### src/rtl/seg_load_pkg.sv
package seg_load_pkg;
  localparam int NUM_SEG = 6;

  typedef enum logic [2:0] {
    SEG_CS = 3'd0, SEG_SS = 3'd1, SEG_DS = 3'd2,
    SEG_ES = 3'd3, SEG_FS = 3'd4, SEG_GS = 3'd5
  } seg_id_e;

  typedef enum logic [1:0] {
    FLT_NONE = 2'd0, FLT_GP = 2'd1, FLT_STK = 2'd2, FLT_NP = 2'd3
  } flt_e;

  typedef enum logic [3:0] {
    ST_IDLE, ST_PRE, ST_RQ0, ST_RS0, ST_RQ1, ST_RS1, ST_EVAL, ST_WB, ST_END
  } ld_state_e;

  typedef struct packed {
    logic        present;
    logic [1:0]  dpl;
    logic        sys_n;
    logic [3:0]  typ;
    logic [31:0] base;
    logic [31:0] lim_scaled;
    logic        gran;
    logic        big;
  } desc_t;

  typedef struct packed {
    logic [15:0] sel;
    logic        vld;
    logic [31:0] base;
    logic [31:0] lim;
    logic [7:0]  acc;
    logic        gran;
    logic        big;
  } seg_cache_t;
endpackage

### src/rtl/seg_desc_decode.sv
module seg_desc_decode
  import seg_load_pkg::*;
(
  input  logic [31:0] word_lo,
  input  logic [31:0] word_hi,
  output desc_t       desc
);
  logic [19:0] raw_lim;
  logic        exp_down;
  logic [1:0]  unused_bits;

  assign unused_bits = word_hi[21:20];
  assign raw_lim     = {word_hi[19:16], word_lo[15:0]};
  assign exp_down    = !word_hi[11] && word_hi[10];

  always_comb begin
    desc.present = word_hi[15];
    desc.dpl     = word_hi[14:13];
    desc.sys_n   = word_hi[12];
    desc.typ     = word_hi[11:8];
    desc.base    = {word_hi[31:24], word_hi[7:0], word_lo[31:16]};
    desc.gran    = word_hi[23];
    desc.big     = word_hi[22];
    if (word_hi[23]) begin
      desc.lim_scaled = exp_down ? {raw_lim, 12'h000} : {raw_lim, 12'hFFF};
    end else begin
      desc.lim_scaled = {12'h000, raw_lim};
    end
  end
endmodule

### src/rtl/seg_rule_check.sv
module seg_rule_check
  import seg_load_pkg::*;
(
  input  desc_t      desc,
  input  logic       to_stack,
  input  logic [1:0] rpl,
  input  logic [1:0] cpl,
  output flt_e       verdict
);
  logic exec_seg;
  logic type_bad;
  logic priv_bad;

  assign exec_seg = desc.typ[3];

  always_comb begin
    if (to_stack) begin
      type_bad = !desc.sys_n || exec_seg || !desc.typ[1];
      priv_bad = (rpl != cpl) || (desc.dpl != cpl);
    end else begin
      type_bad = !desc.sys_n || (exec_seg && !desc.typ[1]);
      priv_bad = (!exec_seg || !desc.typ[2]) && ((rpl > desc.dpl) || (cpl > desc.dpl));
    end
    if (type_bad)           verdict = FLT_GP;
    else if (priv_bad)      verdict = FLT_GP;
    else if (!desc.present) verdict = to_stack ? FLT_STK : FLT_NP;
    else                    verdict = FLT_NONE;
  end
endmodule

### src/rtl/seg_load_unit.sv
module seg_load_unit
  import seg_load_pkg::*;
#(
  parameter int ADDR_W    = 32,
  parameter int TBL_LIM_W = 16
) (
  input  logic                 clk,
  input  logic                 rst_n,
  input  logic                 req_valid,
  input  logic [2:0]           req_seg,
  input  logic [15:0]          req_sel,
  input  logic [1:0]           op_mode,
  input  logic [1:0]           cur_cpl,
  input  logic [ADDR_W-1:0]    gdt_base,
  input  logic [TBL_LIM_W-1:0] gdt_limit,
  input  logic                 ldt_valid,
  input  logic [ADDR_W-1:0]    ldt_base,
  input  logic [TBL_LIM_W-1:0] ldt_limit,
  output logic                 mem_req_valid,
  input  logic                 mem_req_ready,
  output logic                 mem_req_write,
  output logic [ADDR_W-1:0]    mem_req_addr,
  output logic [31:0]          mem_req_wdata,
  input  logic                 mem_rsp_valid,
  input  logic [31:0]          mem_rsp_rdata,
  output logic                 busy,
  output logic                 done,
  output logic                 fault,
  output logic [1:0]           fault_kind,
  output logic [15:0]          fault_code,
  input  logic [2:0]           view_seg,
  output logic [15:0]          view_sel,
  output logic                 view_valid,
  output logic [31:0]          view_base,
  output logic [31:0]          view_limit,
  output logic [7:0]           view_access,
  output logic                 view_gran,
  output logic                 view_big
);
  localparam int CMP_W = (TBL_LIM_W > 16) ? TBL_LIM_W : 16;

  ld_state_e   st_q, st_d;
  seg_id_e     seg_q, seg_d;
  logic [15:0] sel_q, sel_d;
  logic [1:0]  cpl_q, cpl_d;
  logic [1:0]  mode_q, mode_d;
  logic [31:0] lo_q, lo_d, hi_q, hi_d;
  flt_e        flt_q, flt_d;
  logic [15:0] code_q, code_d;
  logic [ADDR_W-1:0] tbase_q, tbase_d;

  logic        wr_en;
  seg_id_e     wr_idx;
  seg_cache_t  wr_val;
  seg_cache_t  ent_q [NUM_SEG];

  desc_t       dec;
  flt_e        verdict;
  logic        is_stack, sel_null, use_ldt, bound_bad;
  logic [CMP_W-1:0] ent_top, tbl_lim;
  logic [ADDR_W-1:0] ent_addr;
  logic [15:0] sel_mask;

  seg_desc_decode u_dec (.word_lo(lo_q), .word_hi(hi_q), .desc(dec));

  seg_rule_check u_rule (
    .desc(dec), .to_stack(is_stack), .rpl(sel_q[1:0]), .cpl(cpl_q), .verdict(verdict)
  );

  assign is_stack  = (seg_q == SEG_SS);
  assign sel_null  = (sel_q[15:2] == 14'd0);
  assign use_ldt   = sel_q[2];
  assign sel_mask  = {sel_q[15:2], 2'b00};
  assign ent_top   = CMP_W'({sel_q[15:3], 3'b111});
  assign tbl_lim   = use_ldt ? CMP_W'(ldt_limit) : CMP_W'(gdt_limit);
  assign bound_bad = ent_top > tbl_lim;
  assign ent_addr  = tbase_q + ADDR_W'({sel_q[15:3], 3'b000});

  // next-state
  always_comb begin
    st_d    = st_q;   seg_d  = seg_q;  sel_d  = sel_q;  cpl_d   = cpl_q;
    mode_d  = mode_q; lo_d   = lo_q;   hi_d   = hi_q;   flt_d   = flt_q;
    code_d  = code_q; tbase_d = tbase_q;
    wr_en   = 1'b0;   wr_idx = seg_q;  wr_val = '0;
    mem_req_valid = 1'b0;
    mem_req_write = 1'b0;
    mem_req_addr  = ent_addr;
    mem_req_wdata = hi_q | 32'h0000_0100;
    unique case (st_q)
      ST_IDLE: if (req_valid) begin
        seg_d  = seg_id_e'(req_seg);
        sel_d  = req_sel;
        cpl_d  = cur_cpl;
        mode_d = op_mode;
        flt_d  = FLT_NONE;
        code_d = 16'd0;
        st_d   = ST_PRE;
      end
      ST_PRE: begin
        st_d = ST_END;
        if (!mode_q[1]) begin
          wr_en       = 1'b1;
          wr_val.sel  = sel_q;
          wr_val.vld  = 1'b1;
          wr_val.base = {12'h000, sel_q, 4'h0};
          wr_val.lim  = 32'h0000_FFFF;
          wr_val.acc  = {1'b1, mode_q[0] ? 2'b11 : 2'b00, 1'b1,
                         (seg_q == SEG_CS) ? 4'hB : 4'h3};
        end else if (seg_q == SEG_CS) begin
          flt_d = FLT_GP; code_d = sel_mask;
        end else if (sel_null) begin
          if (is_stack) begin
            flt_d = FLT_GP; code_d = 16'd0;
          end else begin
            wr_en = 1'b1;
          end
        end else if ((use_ldt && !ldt_valid) || bound_bad) begin
          flt_d = FLT_GP; code_d = sel_mask;
        end else begin
          tbase_d = use_ldt ? ldt_base : gdt_base;
          st_d    = ST_RQ0;
        end
      end
      ST_RQ0: begin
        mem_req_valid = 1'b1;
        if (mem_req_ready) st_d = ST_RS0;
      end
      ST_RS0: if (mem_rsp_valid) begin
        lo_d = mem_rsp_rdata;
        st_d = ST_RQ1;
      end
      ST_RQ1: begin
        mem_req_valid = 1'b1;
        mem_req_addr  = ent_addr + ADDR_W'(4);
        if (mem_req_ready) st_d = ST_RS1;
      end
      ST_RS1: if (mem_rsp_valid) begin
        hi_d = mem_rsp_rdata;
        st_d = ST_EVAL;
      end
      ST_EVAL: begin
        if (verdict != FLT_NONE) begin
          flt_d = verdict; code_d = sel_mask; st_d = ST_END;
        end else begin
          wr_en       = 1'b1;
          wr_val.sel  = sel_q;
          wr_val.vld  = 1'b1;
          wr_val.base = dec.base;
          wr_val.lim  = dec.lim_scaled;
          wr_val.acc  = {dec.present, dec.dpl, dec.sys_n, dec.typ[3:1], 1'b1};
          wr_val.gran = dec.gran;
          wr_val.big  = dec.big;
          st_d        = (is_stack || !hi_q[8]) ? ST_WB : ST_END;
        end
      end
      ST_WB: begin
        mem_req_valid = 1'b1;
        mem_req_write = 1'b1;
        mem_req_addr  = ent_addr + ADDR_W'(4);
        if (mem_req_ready) st_d = ST_END;
      end
      ST_END:  st_d = ST_IDLE;
      default: st_d = ST_IDLE;
    endcase
  end

  // registers
  always_ff @(posedge clk or negedge rst_n) begin
    if (!rst_n) begin
      st_q <= ST_IDLE; seg_q <= SEG_CS; sel_q <= '0; cpl_q <= '0; mode_q <= '0;
      lo_q <= '0; hi_q <= '0; flt_q <= FLT_NONE; code_q <= '0; tbase_q <= '0;
    end else begin
      st_q <= st_d; seg_q <= seg_d; sel_q <= sel_d; cpl_q <= cpl_d; mode_q <= mode_d;
      lo_q <= lo_d; hi_q <= hi_d; flt_q <= flt_d; code_q <= code_d; tbase_q <= tbase_d;
    end
  end

  // hidden cache, one register bank per segment with its own enable
  for (genvar g = 0; g < NUM_SEG; g++) begin : g_ent
    always_ff @(posedge clk or negedge rst_n) begin
      if (!rst_n) begin
        ent_q[g] <= '0;
      end else if (wr_en && (wr_idx == seg_id_e'(g))) begin
        ent_q[g] <= wr_val;
      end
    end
  end

  seg_cache_t view_ent;
  always_comb begin
    view_ent = '0;
    if (view_seg < 3'(NUM_SEG)) view_ent = ent_q[view_seg];
  end

  assign view_sel    = view_ent.sel;
  assign view_valid  = view_ent.vld;
  assign view_base   = view_ent.base;
  assign view_limit  = view_ent.lim;
  assign view_access = view_ent.acc;
  assign view_gran   = view_ent.gran;
  assign view_big    = view_ent.big;

  assign busy       = (st_q != ST_IDLE);
  assign done       = (st_q == ST_END) && (flt_q == FLT_NONE);
  assign fault      = (st_q == ST_END) && (flt_q != FLT_NONE);
  assign fault_kind = fault ? flt_q : FLT_NONE;
  assign fault_code = code_q;


  accept_busy_chk: assert property (@(posedge clk) disable iff (!rst_n)
    (req_valid && !busy) |=> busy);

  pulse_excl_chk: assert property (@(posedge clk) disable iff (!rst_n)
    !(done && fault));

  pulse_end_chk: assert property (@(posedge clk) disable iff (!rst_n)
    (done || fault) |=> (!busy && !done && !fault));

  req_hold_chk: assert property (@(posedge clk) disable iff (!rst_n)
    (mem_req_valid && !mem_req_ready) |=>
      (mem_req_valid && $stable(mem_req_addr) && $stable(mem_req_write)));

  real_no_mem_chk: assert property (@(posedge clk) disable iff (!rst_n)
    mem_req_valid |-> mode_q[1]);

  stk_only_ss_chk: assert property (@(posedge clk) disable iff (!rst_n)
    (fault && (fault_kind == FLT_STK)) |-> (seg_q == SEG_SS));

  wb_acc_set_chk: assert property (@(posedge clk) disable iff (!rst_n)
    (mem_req_valid && mem_req_write) |-> mem_req_wdata[8]);
endmodule

### config.mk
export PLATFORM = sky130hd
export DESIGN_NAME = seg_load_unit
export DESIGN_NICKNAME = d
export VERILOG_FILES = /design/src/rtl/seg_load_pkg.sv /design/src/rtl/seg_desc_decode.sv /design/src/rtl/seg_rule_check.sv /design/src/rtl/seg_load_unit.sv
export SDC_FILE = /design/constraint.sdc
export NUM_CORES = 1
export LEC_CHECK = 0
export ABC_AREA = 1
export BUFFER_PORTS_ARGS = -buffer_cell sky130_fd_sc_hd__buf_2
export CORE_UTILIZATION = 55
export CTS_CLUSTER_SIZE = 16
export DETAILED_ROUTE_END_ITERATION = 8
export PLACE_DENSITY = 0.75
export SLEW_MARGIN = 20
export SYNTH_ARGS = -nofsm -noshare
export SYNTH_HDL_FRONTEND = slang
export SYNTH_SLANG_ARGS = --single-unit
### constraint.sdc
create_clock -name clk -period 5.1 [get_ports clk]
set_input_delay 0.255 -clock clk [delete_from_list [all_inputs] [get_ports clk]]
set_output_delay 0.255 -clock clk [all_outputs]
set_load 0.03 [all_outputs]
==> reports/qor.csv, run 1 <==
metric,value,unit
Ys Warns,0,
actual slew at the worst max-slew pin,1.182,ns
routing usage on met3,5.967,%
Peak VDD IR,0.6596,mV
sequential cell area fraction in the yosys report,50.58,%
Register Area,16990,um^2
CORE AREA,60360,um^2
grt total ovfl,0,
Routed Antenna Nets,0,
area of the multi-input gates,14330,um^2
first-pass iteration count of the detailed router,6,
worst skew pair latency,0.61,ns
GRT busiest layer,met2,
largest net degree at the start of global routing,185,
hold depth,3,
Clock Sinks,679,
die area,62070,um^2
FP Rows,90,
Finished Layout Cells,5340,
Routed WL,100.5,mm
WL/cell,18.81,um
Crit Path Max Fanout,7,
async set or reset register ratio after synthesis,100.0,%
pins over their slew limit,0,
GRT met1 Usage,45.09,%
GP Congestion,0.9618,
first-pass GRT wire length,159.4,mm
Final nets,4690,
share of cells above drive strength 1,11.77,%
clock transition at the registers of the reported paths,0.06,ns
syn_area_per_cell,7.909,um^2
Via density,5.726,
Initial Util,55.65,%
startpoint type of the worst setup path,register,
Power Dens Cells,529.3,nW/um^2
commonest register cell after synthesis,dfrtp_1,
Die Y,249.1,um
"FF+latch count, synth",679,
total CTS buffers,71,
maximum clock path buffer count,3,
Clock Root Buffer,clkbuf_16,
Pleak,18.85,nW
FF-to-FF path depth,13,
max frequency,243.9,MHz
Worst Path Required,4.85,ns
Remaining DRCs,0,
Vias,30580,
Area Overhead vs Synth,15.79,%
worst rel slew slack,20.15,%
TritonCTS clock tree,yes,
post-synthesis cell count,4247,
PortBufs,334,
vias in the first global route,28580,
clock period minus worst slack,4.100,ns
RSZ-0062 raised after global routing,false,
"EDFF count, synth",0,
antenna violations before repair,6,
# Post-CTS Setup Buffers,0,
final setup fails,0,
filler instances,5100,
Iteration-0 DRC Markers,3332,
Worst EP arrival,3.85,ns
DP Cell Count,5100,
Worst Setup Path Type,reg -> out,
grt met2 use,50.96,%
Worst Setup End Kind,output port,
Die X,249.1,um
Hold/Removal Path Class,in -> reg,
CTS HTree Levels,3,
setup TNS,0,ns
hpwl dp,64.61,mm
# IOs,338,
Final period util,80.40,%
"Distinct cells, synth",43,
Total GRT Usage,32.27,%
Worst Skew,0.02103,ns
mapped cell area,33590,um^2
Hold Fails Final Rpt,0,
status,finished clean,
max capacitance violation total,0,
[final cells by class]
cell class	instances	share of cell area [%]
clock buffer	107	5.601
multi-input combinational	3016	36.83
inverter	253	2.474
clock inverter	21	0.7753
tap	782	2.516
antenna	5	0.03217
timing repair buffer	477	8.081
sequential	679	43.69
[cell usage in the layout, fill, tap and decap left out, types with 29 or more instances in the layout]
| cell type | count |
|---|---|
| o21ai_1 | 184 |
| dfrtp_1 | 678 |
| dlygate4sd3_1 | 106 |
| o21ai_0 | 575 |
| nand3_1 | 102 |
| ha_1 | 31 |
| o41ai_1 | 75 |
| buf_2 | 331 |
| nor2_1 | 493 |
| mux2i_1 | 44 |
| clkbuf_16 | 76 |
| inv_1 | 241 |
| o32ai_1 | 73 |
| nand2_1 | 1269 |
| buf_4 | 29 |
[worst max-delay path, cell delays in order (launching register included)]
cell,delay [ns]
dfrtp_1,0.79
ha_1,0.41
a21oi_1,0.25
nand2_1,0.12
a21oi_1,0.31
nand2_1,0.12
nand2_1,0.07
nand2_1,0.12
nor2_1,0.15
nand3_1,0.14
nor2_2,0.32
nand2_1,0.09
nand2_1,0.07
nand2_1,0.05
inv_1,0.04
buf_2,0.19
[registers in the layout (all words and copies together) (netlist names)]
signal and flops:
mode_q 2, sel_q 16, hi_q 32, flt_q 2
tbase_q 32, cpl_q 2, ent_q 540, seg_q 3
fault_code 14, st_q 4, lo_q 32
[cells by family after synthesis]
group                      count (synthesis)  synth area share [%]
AOI/OAI and AO/OA                        969                 16.38
xor gates and xnor gates                  22                0.5736
adders and majority gates                 32                 1.214
buffers and inverters                    553                 6.943
DFF                                      679                 50.58
muxes                                     53                 1.613
other                                      2               0.02236
and+or+nand+nor                         1937                 22.67
[path summary, 6_finish.rpt]
check / from / to / slack [ns]
setup / recovery: sel_q[15]$_DFFE_PN0P_ / mem_req_addr[23] / 1.0
hold / removal: ldt_base[17] / tbase_q[17]$_DFFE_PN0P_ / 0.02
setup reg to reg: hi_q[14]$_DFFE_PN0P_ / ent_q[375]$_DFFE_PN0P_ / 1.35
hold reg to reg: ent_q[367]$_DFFE_PN0P_ / ent_q[367]$_DFFE_PN0P_ / 0.46
max in group asynchronous: rst_n / ent_q[71]$_DFFE_PN0P_ / 3.49
min in group asynchronous: rst_n / ent_q[306]$_DFFE_PN0P_ / 0.28
[through the flow]
step                      hold WS, ns  power (mW)  util (%)  worst slack [ns]  instance area, um^2
after detailed placement       0.3486       14.86     58.51             1.377                35310
final                         0.02255       20.59     64.44            0.9996                38890
after global placement         0.3478       14.71     58.51             1.475                35310
after global routing          0.01896       21.74     64.44            0.7004                38890
after floorplan              -0.04059       12.61         -             2.038                33590
after CTS                   0.0006559       20.51     64.37             1.086                38850
[layer usage]
metal  share of wire, %  wire [um]
met1                 42      42240
met2                 46      46300
met3                8.6       8657
met4                3.2       3264
met5                  0          0
[synthesized netlist by cell type (3+ instances only)]
| cell type | instances | area, um^2 |
|---|---|---|
| nand3_1 | 103 | 515.5 |
| nand2_2 | 7 | 43.79 |
| xnor2_1 | 6 | 52.55 |
| buf_6 | 6 | 67.56 |
| buf_1 | 11 | 41.29 |
| xor2_1 | 16 | 140.1 |
| clkbuf_1 | 178 | 668.1 |
| nor3_1 | 13 | 65.06 |
| a21oi_1 | 16 | 80.08 |
| o41ai_1 | 75 | 656.9 |
| o32ai_1 | 73 | 639.4 |
| mux2_2 | 9 | 101.4 |
| o22ai_1 | 19 | 118.9 |
| o211ai_1 | 19 | 142.6 |
| inv_1 | 241 | 904.6 |
| nand3b_1 | 12 | 90.09 |
| buf_2 | 73 | 365.4 |
| nand2_1 | 1272 | 4775 |
| buf_4 | 32 | 240.2 |
| nor2_2 | 3 | 18.77 |
| nor2_1 | 495 | 1858 |
| dfrtp_1 | 679 | 16990 |
| mux2i_1 | 44 | 440.4 |
| o21ai_0 | 575 | 2878 |
| or2_2 | 4 | 25.02 |
| o21ai_1 | 184 | 920.9 |
| inv_2 | 11 | 41.29 |
| nand4_1 | 19 | 118.9 |
| o21ai_2 | 5 | 43.79 |
| ha_1 | 31 | 387.9 |
[power by group]
group	internal (mW)	leakage [nW]	switching [mW]
Combinational	2.22	8.39	5.04
Sequential	6.67	9.23	1.19
Clock	3.31	1.22	2.17
Total	12.2	18.9	8.39
[repair_timing]
item | CTS | global route
endpoints found under the hold margin | 193 | 0
gates resized for setup | 0 | 0
hold buffers | 106 | 0
No activity file was read; power rests on OpenSTA's default activity.
==> run 2, diff against run 1 <==
==> constraint.sdc (replaced) <==
create_clock -name clk -period 4.05 [get_ports clk]
set_input_delay 0.2025 -clock clk [delete_from_list [all_inputs] [get_ports clk]]
set_output_delay 0.2025 -clock clk [all_outputs]
set_load 0.03 [all_outputs]
==> run 2 against run 1 <==
Die area stayed put. Total power is 29% higher. First-iteration DRC count is 13% lower. Core utilization is 0.98 points higher. Highest routed layer is now met5.
==> reports/qor.csv, run 2 (same netlist as run 1, synthesis figures left out) <==
metric,value,unit
Worst Skew,0.02316,ns
Total GRT Usage,33.23,%
FP Rows,90,
maximum clock path buffer count,3,
Final period util,96.71,%
worst skew pair latency,0.62,ns
clock transition at the registers of the reported paths,0.06,ns
Via density,5.752,
PortBufs,334,
most frequent cells in the layout,"nand2_1 (1266), dfrtp_1 (677), o21ai_0 (575), nor2_1 (489), buf_2 (330)",
worst rel slew slack,28.46,%
die area,62070,um^2
share of cells above drive strength 1,12.45,%
Worst Setup End Kind,output port,
total CTS buffers,74,
hpwl dp,65.97,mm
max frequency,255.3,MHz
Power Dens Cells,670.3,nW/um^2
most frequent CP cell,nand2_1,
Area Overhead vs Synth,17.56,%
CP Cell Sequence,ha_1 -> nand2_1 -> nor2_1 -> inv_1 -> nor3_1 -> nand2_1 -> nand3_1 -> nand2_1 -> nor2_1 -> nand3_1 -> nor3_1 -> nand3b_1 -> nand2_1 -> buf_2,
actual slew at the worst max-slew pin,1.069,ns
Final nets,4729,
Routed Antenna Nets,0,
CORE AREA,60360,um^2
Clock Sinks,679,
largest net degree at the start of global routing,116,
antenna violations before repair,12,
first-pass GRT wire length,163.5,mm
vias in the first global route,29520,
Clock Root Buffer,clkbuf_16,
Peak VDD IR,0.6527,mV
clock period minus worst slack,3.917,ns
max capacitance violation total,0,
WL/cell,19.24,um
CTS HTree Levels,3,
Die X,249.1,um
Iteration-0 DRC Markers,2901,
# IOs,338,
DP Cell Count,5123,
Worst Path Required,3.85,ns
Placed Area,35650,um^2
CP top delay family,simple AND/OR/NAND/NOR gates,
Routed WL,103.6,mm
startpoint type of the worst setup path,register,
"Largest stage delay, worst path",0.53,ns
Finished Layout Cells,5385,
TritonCTS clock tree,yes,
Vias,30980,
Pleak,19.13,nW
grt total ovfl,0,
Crit path buffers/inverters,2,
Final Instance Area,39490,um^2
Die Y,249.1,um
GP Congestion,0.9626,
status,finished clean,
"commonest non-fill, non-tap cell in the layout",nand2_1,
Hold Fails Final Rpt,0,
Crit Path Max Fanout,7,
Worst EP arrival,3.71,ns
slowest cell on the critical path,dfrtp_1,
Largest register FFs,540,
Worst Setup Path Type,reg -> out,
first-pass iteration count of the detailed router,6,
largest reg by FF count,ent_q,
Initial Util,55.65,%
final setup fails,0,
pins over their slew limit,0,
Remaining DRCs,0,
Hold/Removal Path Class,in -> reg,
-- run 2: cell count changes in the layout (fill, tap and decap cells not counted), moves of 2 or more --
cell           change
nor2_4             +3
diode_2            +2
dlygate4sd3_1     +13
buf_4             +11
nor2_1             -4
buf_12            +13
nand2_2            +2
clkbuf_1           +3
nand2_1            -3
-- run 2: metrics by stage --
step / TNS, ns / worst slack [ns] / hold WS (ns) / util [%] / total power, mW
6_report: 0 / 0.1331 / 0.04895 / 65.43 / 26.47
3_5_place_dp: 0 / 0.6442 / 0.3051 / 59.06 / 18.89
2_1_floorplan: 0 / 0.9881 / -0.09309 / - / 15.88
5_1_grt: -0.005688 / -0.005688 / 0.02956 / 65.42 / 27.91
3_3_place_gp: 0 / 0.6257 / 0.3057 / 59.06 / 18.73
4_1_cts: 0 / 0.04043 / 0.02041 / 65.32 / 26.27
-- run 2: final timing paths --
path / from / end / slack [ns] / cells after the start
min: mem_rsp_rdata[7] / hi_q[7]$_DFFE_PN0P_ / 0.05 / 3
max in group asynchronous: rst_n / ent_q[430]$_DFFE_PN0P_ / 2.71 / 3
min in group asynchronous: rst_n / ent_q[215]$_DFFE_PN0P_ / 0.23 / 2
max: sel_q[14]$_DFFE_PN0P_ / mem_req_addr[29] / 0.13 / 14
min reg2reg: ent_q[366]$_DFFE_PN0P_ / ent_q[366]$_DFFE_PN0P_ / 0.45 / 2
max reg2reg: sel_q[1]$_DFFE_PN0P_ / ent_q[42]$_DFFE_PN0P_ / 0.81 / 13
-- run 2: area by class of cell --
| type | count | area [um^2] |
|---|---|---|
| sequential | 679 | 16990 |
| clock buffer | 111 | 2215 |
| clock inverter | 24 | 365.4 |
| tap | 782 | 978.4 |
| inverter | 253 | 962.2 |
| fill | 5060 | 20870 |
| timing repair buffer | 513 | 3591 |
| antenna | 7 | 17.52 |
| multi-input combinational | 3016 | 14370 |
-- run 2: per-layer routing --
metal,vias to the layer above,routed length (um),GRT usage (%),part of all wire [%]
li1,14540,-,-,-
met1,14890,44410,46.54,43
met2,1336,46740,51.57,45
met3,209,8386,5.768,8.1
met4,4,4022,13.33,3.9
met5,-,24,0,0.023
-- run 2: worst register-to-register path, cell delays in order, from the launching register on --
cell and delay, ns:
dfrtp_1 0.48, ha_1 0.34, inv_1 0.06, nor2_1 0.03, o21ai_0 0.12, o21ai_0 0.12, nand3_1 0.10, nand2_1 0.09
nor3_4 0.21, nand3_4 0.24, inv_2 0.24, buf_4 0.54, nand2_1 0.32, o21ai_0 0.26
-- run 2: power breakdown --
| part | internal (mW) | switching, mW |
|---|---|---|
| registers | 8.40 | 1.27 |
| logic | 2.96 | 6.70 |
| clock network | 4.31 | 2.83 |
-- run 2: timing repair --
| item | 4_1_cts | 5_1_grt |
|---|---|---|
| hold buffers | 119 | 0 |
| setup endpoints to repair | 2 | 11 |
| buffers inserted | 0 | 1 |
| pin swaps | 0 | 2 |
| hold endpoints to repair | 201 | 0 |
| resized for setup | 1 | 13 |
